File: src/rtl/sbn_pkg.sv
package sbn_pkg;

  typedef enum logic [2:0] {
    SEL_PC0, SEL_PC1, SEL_PC2, SEL_SRC, SEL_DST
  } addrSel_e;

  typedef enum logic [2:0] {
    ST_FA, ST_FB, ST_FC, ST_RSRC, ST_RDST, ST_WR, ST_UPD, ST_HALT
  } state_e;

  typedef struct packed {
    addrSel_e addrSel;
    logic     memRe;
    logic     memWe;
    logic     ldSrc;
    logic     ldDst;
    logic     ldTgt;
    logic     ldOpnd;
    logic     ldFlags;
    logic     ldPc;
    logic     compEn;
    logic     carryIn;
  } strobes_t;

endpackage

File: src/rtl/sbn_datapath.sv
module sbn_datapath
  import sbn_pkg::*;
#(
  parameter int AW = 8,
  parameter int DW = 32
) (
  input  logic          clk,
  input  logic          rstN,
  input  strobes_t      stb,
  input  logic [DW-1:0] memRdata,
  output logic [AW-1:0] memAddr,
  output logic [DW-1:0] memWdata,
  output logic          flagN,
  output logic          flagZ,
  output logic          selfTarget
);

  localparam logic [AW-1:0] INSTR_WORDS = AW'(3);

  logic [AW-1:0] pc, srcAddr, dstAddr, tgt;
  logic [DW-1:0] opnd;
  logic [DW-1:0] addB;
  logic [DW-1:0] sum;

  // address path multiplexer
  always_comb begin
    case (stb.addrSel)
      SEL_PC0: memAddr = pc;
      SEL_PC1: memAddr = pc + AW'(1);
      SEL_PC2: memAddr = pc + AW'(2);
      SEL_SRC: memAddr = srcAddr;
      default: memAddr = dstAddr;
    endcase
  end

  // adder with complement and carry-in control
  assign addB     = stb.compEn ? ~opnd : opnd;
  assign sum      = memRdata + addB + DW'(stb.carryIn);
  assign memWdata = sum;
  assign selfTarget = (tgt == pc);

  always_ff @(posedge clk) begin
    if (!rstN) begin
      pc      <= '0;
      srcAddr <= '0;
      dstAddr <= '0;
      tgt     <= '0;
      opnd    <= '0;
      flagN   <= 1'b0;
      flagZ   <= 1'b0;
    end else begin
      if (stb.ldSrc)  srcAddr <= memRdata[AW-1:0];
      if (stb.ldDst)  dstAddr <= memRdata[AW-1:0];
      if (stb.ldTgt)  tgt     <= memRdata[AW-1:0];
      if (stb.ldOpnd) opnd    <= memRdata;
      if (stb.ldFlags) begin
        flagN <= sum[DW-1];
        flagZ <= (sum == '0);
      end
      if (stb.ldPc) pc <= flagN ? tgt : pc + INSTR_WORDS;
    end
  end


  pc_fallthrough_chk: assert property (@(posedge clk) disable iff (!rstN)
    (stb.ldPc && !flagN) |=> (pc == $past(pc) + INSTR_WORDS));


  pc_branch_chk: assert property (@(posedge clk) disable iff (!rstN)
    (stb.ldPc && flagN) |=> (pc == $past(tgt)));


  zero_not_neg_chk: assert property (@(posedge clk) disable iff (!rstN)
    flagZ |-> !flagN);

endmodule

File: src/rtl/sbn_ctrl.sv
module sbn_ctrl
  import sbn_pkg::*;
(
  input  logic     clk,
  input  logic     rstN,
  input  logic     flagN,
  input  logic     selfTarget,
  output strobes_t stb,
  output logic     halted
);

  state_e state, nextState;

  always_comb begin
    stb       = '0;
    stb.addrSel = SEL_PC0;
    nextState = state;
    case (state)
      ST_FA:   begin stb.addrSel = SEL_PC0; stb.memRe = 1'b1; nextState = ST_FB; end
      ST_FB:   begin stb.addrSel = SEL_PC1; stb.memRe = 1'b1; stb.ldSrc = 1'b1; nextState = ST_FC; end
      ST_FC:   begin stb.addrSel = SEL_PC2; stb.memRe = 1'b1; stb.ldDst = 1'b1; nextState = ST_RSRC; end
      ST_RSRC: begin stb.addrSel = SEL_SRC; stb.memRe = 1'b1; stb.ldTgt = 1'b1; nextState = ST_RDST; end
      ST_RDST: begin stb.addrSel = SEL_DST; stb.memRe = 1'b1; stb.ldOpnd = 1'b1; nextState = ST_WR; end
      ST_WR: begin
        stb.addrSel = SEL_DST;
        stb.memWe   = 1'b1;
        stb.compEn  = 1'b1;
        stb.carryIn = 1'b1;
        stb.ldFlags = 1'b1;
        nextState   = ST_UPD;
      end
      ST_UPD: begin
        stb.ldPc  = 1'b1;
        nextState = (flagN && selfTarget) ? ST_HALT : ST_FA;
      end
      default: nextState = ST_HALT;
    endcase
  end

  always_ff @(posedge clk) begin
    if (!rstN) state <= ST_FA;
    else       state <= nextState;
  end

  assign halted = (state == ST_HALT);


  one_access_chk: assert property (@(posedge clk) disable iff (!rstN)
    !(stb.memRe && stb.memWe));


  halt_quiet_chk: assert property (@(posedge clk) disable iff (!rstN)
    halted |-> (!stb.memRe && !stb.memWe));


  halt_sticky_chk: assert property (@(posedge clk) disable iff (!rstN)
    halted |=> halted);


  write_after_read_chk: assert property (@(posedge clk) disable iff (!rstN)
    stb.memWe |-> ($past(stb.memRe) && $past(stb.addrSel) == SEL_DST));

endmodule

File: src/rtl/sbn_core.sv
module sbn_core
  import sbn_pkg::*;
#(
  parameter int AW = 8,
  parameter int DW = 32
) (
  input  logic          clk,
  input  logic          rstN,
  output logic [AW-1:0] memAddr,
  output logic          memRe,
  output logic          memWe,
  output logic [DW-1:0] memWdata,
  input  logic [DW-1:0] memRdata,
  output logic          halted
);

  strobes_t stb;
  logic     flagN, flagZ, selfTarget;

  sbn_ctrl u_ctrl (
    .clk        (clk),
    .rstN       (rstN),
    .flagN      (flagN),
    .selfTarget (selfTarget),
    .stb        (stb),
    .halted     (halted)
  );

  sbn_datapath #(.AW(AW), .DW(DW)) u_dp (
    .clk        (clk),
    .rstN       (rstN),
    .stb        (stb),
    .memRdata   (memRdata),
    .memAddr    (memAddr),
    .memWdata   (memWdata),
    .flagN      (flagN),
    .flagZ      (flagZ),
    .selfTarget (selfTarget)
  );

  assign memRe = stb.memRe;
  assign memWe = stb.memWe;

endmodule

File: config.mk
export PLATFORM = sky130hd
export DESIGN_NAME = sbn_core
export DESIGN_NICKNAME = d
export VERILOG_FILES = /design/src/rtl/sbn_pkg.sv /design/src/rtl/sbn_datapath.sv /design/src/rtl/sbn_ctrl.sv /design/src/rtl/sbn_core.sv
export SDC_FILE = /design/constraint.sdc
export NUM_CORES = 1
export LEC_CHECK = 0
export ABC_AREA = 1
export BUFFER_PORTS_ARGS = -buffer_cell sky130_fd_sc_hd__buf_2
export CORE_MARGIN = 2
export CORE_UTILIZATION = 50
export DETAILED_ROUTE_END_ITERATION = 8
export PLACE_DENSITY = 0.83
export SLEW_MARGIN = 20
export SYNTH_ARGS = -nofsm -noshare
export SYNTH_HDL_FRONTEND = slang
export SYNTH_SLANG_ARGS = --single-unit
export TNS_END_PERCENT = 50
File: constraint.sdc
create_clock -name clk -period 2.47 [get_ports clk]
set_input_delay 0.1235 -clock clk [delete_from_list [all_inputs] [get_ports clk]]
set_output_delay 0.1235 -clock clk [all_outputs]
set_load 0.005 [all_outputs]
==> metrics.md, run 1 <==
| Metric | Value |
|---|---|
| Post-Layout Cell Count | `1,045` |
| Hold Fails Final Rpt | `0` |
| Synthesis Warnings | `0` |
| Yosys cell types | `45` |
| Area contributors post-synth | `dfxtp_1, nor2_1, o21ai_0, ha_1, nand2_1` |
| First-pass GRT wire length | `25,000 µm` |
| DIE AREA | `11,300 µm²` |
| Drt first pass iters | `5` |
| I/O pin total | `77` |
| Routed length per instance | `15.0 µm` |
| Post-synth EDFFs | `0` |
| Setup crit end kind | `primary output` |
| # diodes | `0` |
| Avg Cell Area, Syn | `6.59 µm²` |
| Multi-input gate area | `3680 µm²` |
| Clk sinks | `68` |
| Mapped Area | `5230 µm²` |
| H-tree depth | `3` |
| Worst Path Buf+Inv | `3` |
| Startpoint Class | `flip-flop` |
| Min Tclk post-route | `2.93 ns` |
| HP Class | `in -> reg` |
| Setup Skew | `0.00782 ns` |
| Post-DRT Antenna Nets | `0` |
| Clock buffer count from CTS | `9` |
| Most frequent cell after synthesis | `nor2_1` |
| Initial core utilization | `0.511` |
| Slew HR | `0.600` |
| Vias | `5,796` |
| Remaining DRCs | `0` |
| Top achievable clock speed | `341 MHz` |
| Worst-margin pin slew | `0.600 ns` |
| Vias in the first global route | `5,497` |
| Final Max Slew Viols | `0` |
| Worst skew pair latency | `0.36 ns` |
| Post-synth top area cell | `dfxtp_1` |
| Most instantiated cells after synthesis | `nor2_1, nand2_1, o21ai_0` |
| Final net count | `976` |
| Gr usage total | `0.276` |
| Clock tree root buffer cell | `clkbuf_8` |
| Final WS setup | `-0.464 ns` |
| Die X-Extent | `106 µm` |
| P_leak | `3.07 nW` |
| Setup WS pre-CTS | `-0.0603 ns` |
| Worst-path clk slew | `0.08 ns` |
| Die Ht | `106 µm` |
| Asr flop ratio synth | `0` |
| GPL Wtd Cong | `0.958` |
| Largest net degree at the start of global routing | `34` |
| GRT Residual Overflow | `0` |
| R2R depth | `15` |
| Post-DR vias/cell | `5.55` |
| Outcome | `finished with violations` |
| Core Box Area | `10,200 µm²` |
| WHS Path Cells | `3` |
| CTS Hold Bufs | `0` |
| Failing checks | `setup timing` |
| Cell depth of the worst setup path | `12` |
| Main flop type after synthesis | `dfxtp_1` |
| Cell Pwr Density | `495 nW/µm²` |
| CTS Buffer Depth | `2` |
| DP Cell Count | `1,017` |
| Crit Path Category | `reg -> out` |
| Largest delay share family, worst path | `compound AO/OA/AOI/OAI gates` |
| Crit path required time | `2.35 ns` |
| Worst-case vdd ir drop | `0.290 mV` |
| Gate Count Post-Synth | `794` |
| Yosys reg bits | `68` |
| Layout cells sized above 1 | `0.252` |
| Slowest stage delay, CP | `0.38 ns` |
| RSZ-0062 raised after global routing | `true` |
| Fill count | `868` |
| PortBufs | `76` |
| Initial drt markers | `487` |
| # setup viols final | `27` |
| Crit Path Max Fanout | `12` |
| Crit-path slowest cell | `ha_1` |
| Syn Nets | `866` |
| Max Cap Violations | `0` |
| CP cell instances | `inv_2, nand3_4, buf_6, xnor2_1, ha_1, a21oi_2, o21ai_1, a21oi_1, a21boi_0, nand2_2, xor2_1, buf_2` |
| Register area | `1370 µm²` |
| HPWL Detailed | `10,900 µm` |
| Layout area overhead | `24.3%` |
| Arrival time at the worst endpoint | `2.81 ns` |
| Final wirelength | `15,600 µm` |
| Sequential-to-total area share from yosys stat | `0.260` |
| Initial antenna violation count | `0` |
| Row count | `37` |
| Final worst-path cycle share | `1.19` |
| CTS tree | `done` |
| Share of the synthesized area in the top cell type | `0.260` |
[kinds of logic after synthesis]
group | after synthesis | share of synthesized area
simple gates | 326 | 0.263
compound gates | 196 | 0.209
buf+inv | 110 | 0.0813
flops | 68 | 0.260
xor+xnor | 56 | 0.0938
fa+ha+maj | 38 | 0.0923
[per-stage QoR]
stage               cell area, µm²  hold slack, ns  utilization  setup TNS [ns]  total power [mW]
floorplan                     5230           0.258            -               0              1.80
global placement              5970           0.397        0.584         -0.0664              2.15
detailed placement            5970           0.405        0.584          -0.308              2.16
CTS                           6310          0.0341        0.617           -7.37              3.14
global route                  6500          0.0646        0.636          -12.46              3.37
finish                        6500          0.0329        0.636           -8.91              3.22
[power breakdown]
part	leakage, nW	switching (mW)	internal (mW)	total, mW
Combinational	2.42	0.622	0.443	1.07
Sequential	0.554	0.0420	1.16	1.20
Clock	0.0962	0.482	0.467	0.949
Total	3.07	1.15	2.07	3.22
[registers in the layout (all words and copies together) (netlist names)]
signal and count:
u_ctrl.state 3, u_dp.dstAddr 8, u_dp.flagN 1, u_dp.opnd 32, u_dp.pc 8, u_dp.srcAddr 8, u_dp.tgt 8
[worst reg2reg max path, stage by stage, from the launching register on]
cell and delay, ns:
dfxtp_2 0.33, inv_2 0.07, nand3_4 0.13, buf_6 0.20, xnor2_1 0.14, ha_1 0.38, a21oi_2 0.20, o21ai_1 0.12
a21oi_1 0.13, o21ai_0 0.12, nor2_1 0.17, nand2_1 0.07, nand2_1 0.07, nand3_1 0.07, nand2_1 0.06, inv_1 0.03
[cell type report]
type                    count  area share
multi-input cells         616       0.566
flip-flops and latches     68       0.210
repair buffers            125       0.119
inverters                  84      0.0485
well taps                 136      0.0262
clock buffers              10      0.0196
clock inverters             6      0.0100
[timing repair]
item	4_1_cts	5_1_grt
buffers inserted	9	3
cloned	0	0
pin swaps	12	10
endpoints found under the setup margin	27	29
resized for setup	29	47
[final timing paths]
| path | endpoint | slack, ns | start |
|---|---|---|---|
| max reg2reg | u_dp.flagN | 0.09 | u_ctrl.state[1] |
| min reg2reg | u_dp.srcAddr[7] | 0.46 | u_dp.srcAddr[7] |
| min | u_dp.opnd[11] | 0.03 | memRdata[11] |
| max | memWdata[27] | -0.46 | u_ctrl.state[1] |
[per-layer routing]
layer	vias up	global-route usage	wire length [µm]
met4	0	0.127	394
met5	-	0	0
met3	43	0.0411	1100
li1	2854	-	-
met2	251	0.457	7430
met1	2648	0.353	6700
[cell usage in the layout (no fill, tap or decap), types with 4 or more instances in the layout]
master and n:
nand2_1 107, nor2_2 8, ha_1 36, nand4_1 5, o21ai_1 4, a21o_1 7
nor3_2 5, o21ai_2 4, xnor2_2 4, inv_1 72, buf_4 46, buf_2 76
nand2_2 18, o21ai_0 87, a21oi_2 14, o22ai_1 6, xnor2_1 33, or2_2 4
a21oi_1 44, clkbuf_8 9, nor3_1 9, a31oi_1 4, nand3_2 5, nand3_1 27
xor2_1 16, inv_2 11, nor2_1 130, dfxtp_1 65, a221oi_1 5
Power figures use the tool's default switching activity.
==> inputs of run 2 (changes only) <==
--- a/config.mk
+++ b/config.mk
@@ -11,6 +11,7 @@
 export CORE_UTILIZATION = 50
 export DETAILED_ROUTE_END_ITERATION = 8
 export PLACE_DENSITY = 0.83
+export SETUP_SLACK_MARGIN = 0.15
 export SLEW_MARGIN = 20
 export SYNTH_ARGS = -nofsm -noshare
 export SYNTH_HDL_FRONTEND = slang
==> run 2 against run 1 <==
Net effect: the flow still finishes with violations (setup timing); total power rose by 6.0%; clock skew rose by 0.0041 ns; combinational power rose by 7%; highest routed layer unchanged.
==> metrics.md, run 2 (synthesis gave the netlist of run 1 again) <==
| Metric | Value |
|---|---|
| Cell Pwr Density | `501 nW/µm² (+1.3%)` |
| Setup crit end kind | `primary output` |
| Largest net degree at the start of global routing | `34 (unchanged)` |
| Met2 Use GR | `0.472 (+0.0156)` |
| Worst-margin pin slew | `0.502 ns (-0.0978 ns)` |
| H-tree depth | `3 (unchanged)` |
| I/O pin total | `77 (unchanged)` |
| DP Cell Count | `1,016 (-0.098%)` |
| HP Class | `in -> reg` |
| Die Ht | `106 µm (unchanged)` |
| # setup viols final | `28 (+3.7%)` |
| Final WS setup | `-0.522 ns (-0.0581 ns)` |
| Gr usage total | `0.291 (+0.0158)` |
| P_leak | `3.20 nW (+4.2%)` |
| GR met1 Demand/Resource | `0.374 (+0.0214)` |
| Crit Path Category | `reg -> out` |
| RSZ-0062 raised after global routing | `true` |
| PortBufs | `76 (unchanged)` |
| Final worst-path cycle share | `1.21 (+0.0235)` |
| Vias | `5,973 (+3.1%)` |
| Outcome | `finished with violations` |
| Layout cells sized above 1 | `0.288 (+0.0364)` |
| Max reg flops | `32 (unchanged)` |
| # diodes | `0 (unchanged)` |
| Met3 global-route usage | `0.0540 (+0.0129)` |
| Final Max Slew Viols | `0 (unchanged)` |
| Remaining DRCs | `0 (unchanged)` |
| Startpoint Class | `flip-flop` |
| Clk sinks | `68 (unchanged)` |
| Reg with most FFs | `u_dp.opnd` |
| Post-Layout Cell Count | `1,055 (+0.96%)` |
| Routed length per instance | `16.2 µm (+8.5%)` |
| Core Box Area | `10,200 µm² (unchanged)` |
| GR peak layer | `met2` |
| Row count | `37 (unchanged)` |
| Setup Skew | `0.0119 ns (+0.00411 ns)` |
| GRT Residual Overflow | `0 (unchanged)` |
| Initial antenna violation count | `0 (unchanged)` |
| Crit Path Max Fanout | `11 (-1)` |
| Top achievable clock speed | `334 MHz (-1.9%)` |
| CTS Buffer Depth | `2 (unchanged)` |
| Most frequent cells in the layout | `nor2_1, nand2_1, o21ai_0` |
| Vias in the first global route | `5,566 (+1.3%)` |
| Clock tree root buffer cell | `clkbuf_8` |
| DP Area | `5970 µm² (unchanged)` |
| R2r setup slk | `-0.01 ns (-0.10 ns)` |
| Clock buffer count from CTS | `9 (unchanged)` |
| Final wirelength | `17,100 µm (+9.6%)` |
| DIE AREA | `11,300 µm² (unchanged)` |
| Layout area overhead | `30.1%` |
| Worst-case vdd ir drop | `0.284 mV (-2.1%)` |
| Drt first pass iters | `6 (+1)` |
| Post-DR vias/cell | `5.66 (+2.1%)` |
| First-pass GRT wire length | `26,400 µm (+5.5%)` |
| Die X-Extent | `106 µm (unchanged)` |
| HPWL Detailed | `11,200 µm (+2.2%)` |
| CTS tree | `done` |
| Failing checks | `setup timing` |
| GPL Wtd Cong | `0.936 (-2.3%)` |
| Min Tclk post-route | `2.99 ns (+0.0581 ns)` |
| Initial drt markers | `468 (-3.9%)` |
| Crit path required time | `2.35 ns (about the same)` |
| Slew HR | `0.665 (+0.0648)` |
| Worst-path clk slew | `0.08 ns (about the same)` |
| Most common cell after layout, fill and taps aside | `nor2_1` |
| Arrival time at the worst endpoint | `2.87 ns (+0.06 ns)` |
| Initial core utilization | `0.511 (unchanged)` |
| Design area | `6810 µm² (+4.6%)` |
| Final net count | `987 (+1.1%)` |
| Max Cap Violations | `0 (unchanged)` |
| Post-DRT Antenna Nets | `0 (unchanged)` |
| Worst skew pair latency | `0.36 ns (about the same)` |
| Hold Fails Final Rpt | `0 (unchanged)` |
## run 2: repair_timing
item                                   4_1_cts  5_1_grt
endpoints found under the hold margin        0        0
cloned                                       0        0
pin swaps                                   23       13
buffers inserted                            16        8
hold buffers                                 0        0
setup endpoints to repair                   31       36
resized for setup                           72       39
## run 2: worst paths after layout
kind                    from              end  cells after the start
min reg2reg  u_dp.srcAddr[3]  u_dp.srcAddr[3]                      2
max reg2reg  u_ctrl.state[1]       u_dp.flagN                     17
max          u_ctrl.state[1]     memWdata[23]                     15
min             memRdata[20]    u_dp.opnd[20]                      3
## run 2: worst max-delay path, stage by stage, from the launching register on
cell     delay, ns
dfxtp_2       0.33
inv_2         0.07
nand3_4       0.12
buf_12        0.19
xnor2_1       0.15
ha_1          0.38
nand2_2       0.13
nor2_4        0.14
inv_1         0.08
nor3_2        0.20
nand2_2       0.11
nand2_4       0.10
nand3_2       0.06
nand2_1       0.07
xor2_1        0.22
buf_2         0.15
## run 2: routing by layer
layer,routed length [µm],vias to the layer above
met5,0,-
met4,763,0
met3,1310,75
met2,7990,314
met1,7060,2713
li1,-,2871
## run 2: area by class of cell
class,instances,area (µm²)
Sequential cell,68,1370
Clock inverter,4,73.8
Inverter,84,315
Multi-Input combinational cell,616,3880
Fill cell,838,3430
Tap cell,136,170
Clock buffer,11,141
Timing Repair Buffer,136,863
## run 2: power by group
group / leakage [nW] / internal (mW) / total, mW / switching [mW]
Sequential: 0.554 / 1.16 / 1.21 / 0.0450
Combinational: 2.54 / 0.481 / 1.15 / 0.670
Clock: 0.109 / 0.592 / 1.05 / 0.462
## run 2: through the flow
step	utilization	hold slack [ns]	total power, mW	setup slack [ns]	TNS (ns)
finish	0.665	0.0405	3.41	-0.522	-9.25
detailed placement	0.584	0.405	2.16	-0.0519	-0.211
CTS	0.642	0.0324	3.29	-0.323	-6.03
global route	0.665	0.0548	3.56	-0.627	-13.42
floorplan	-	0.258	1.81	0.177	0
global placement	0.584	0.395	2.16	-0.000288	-0.000288
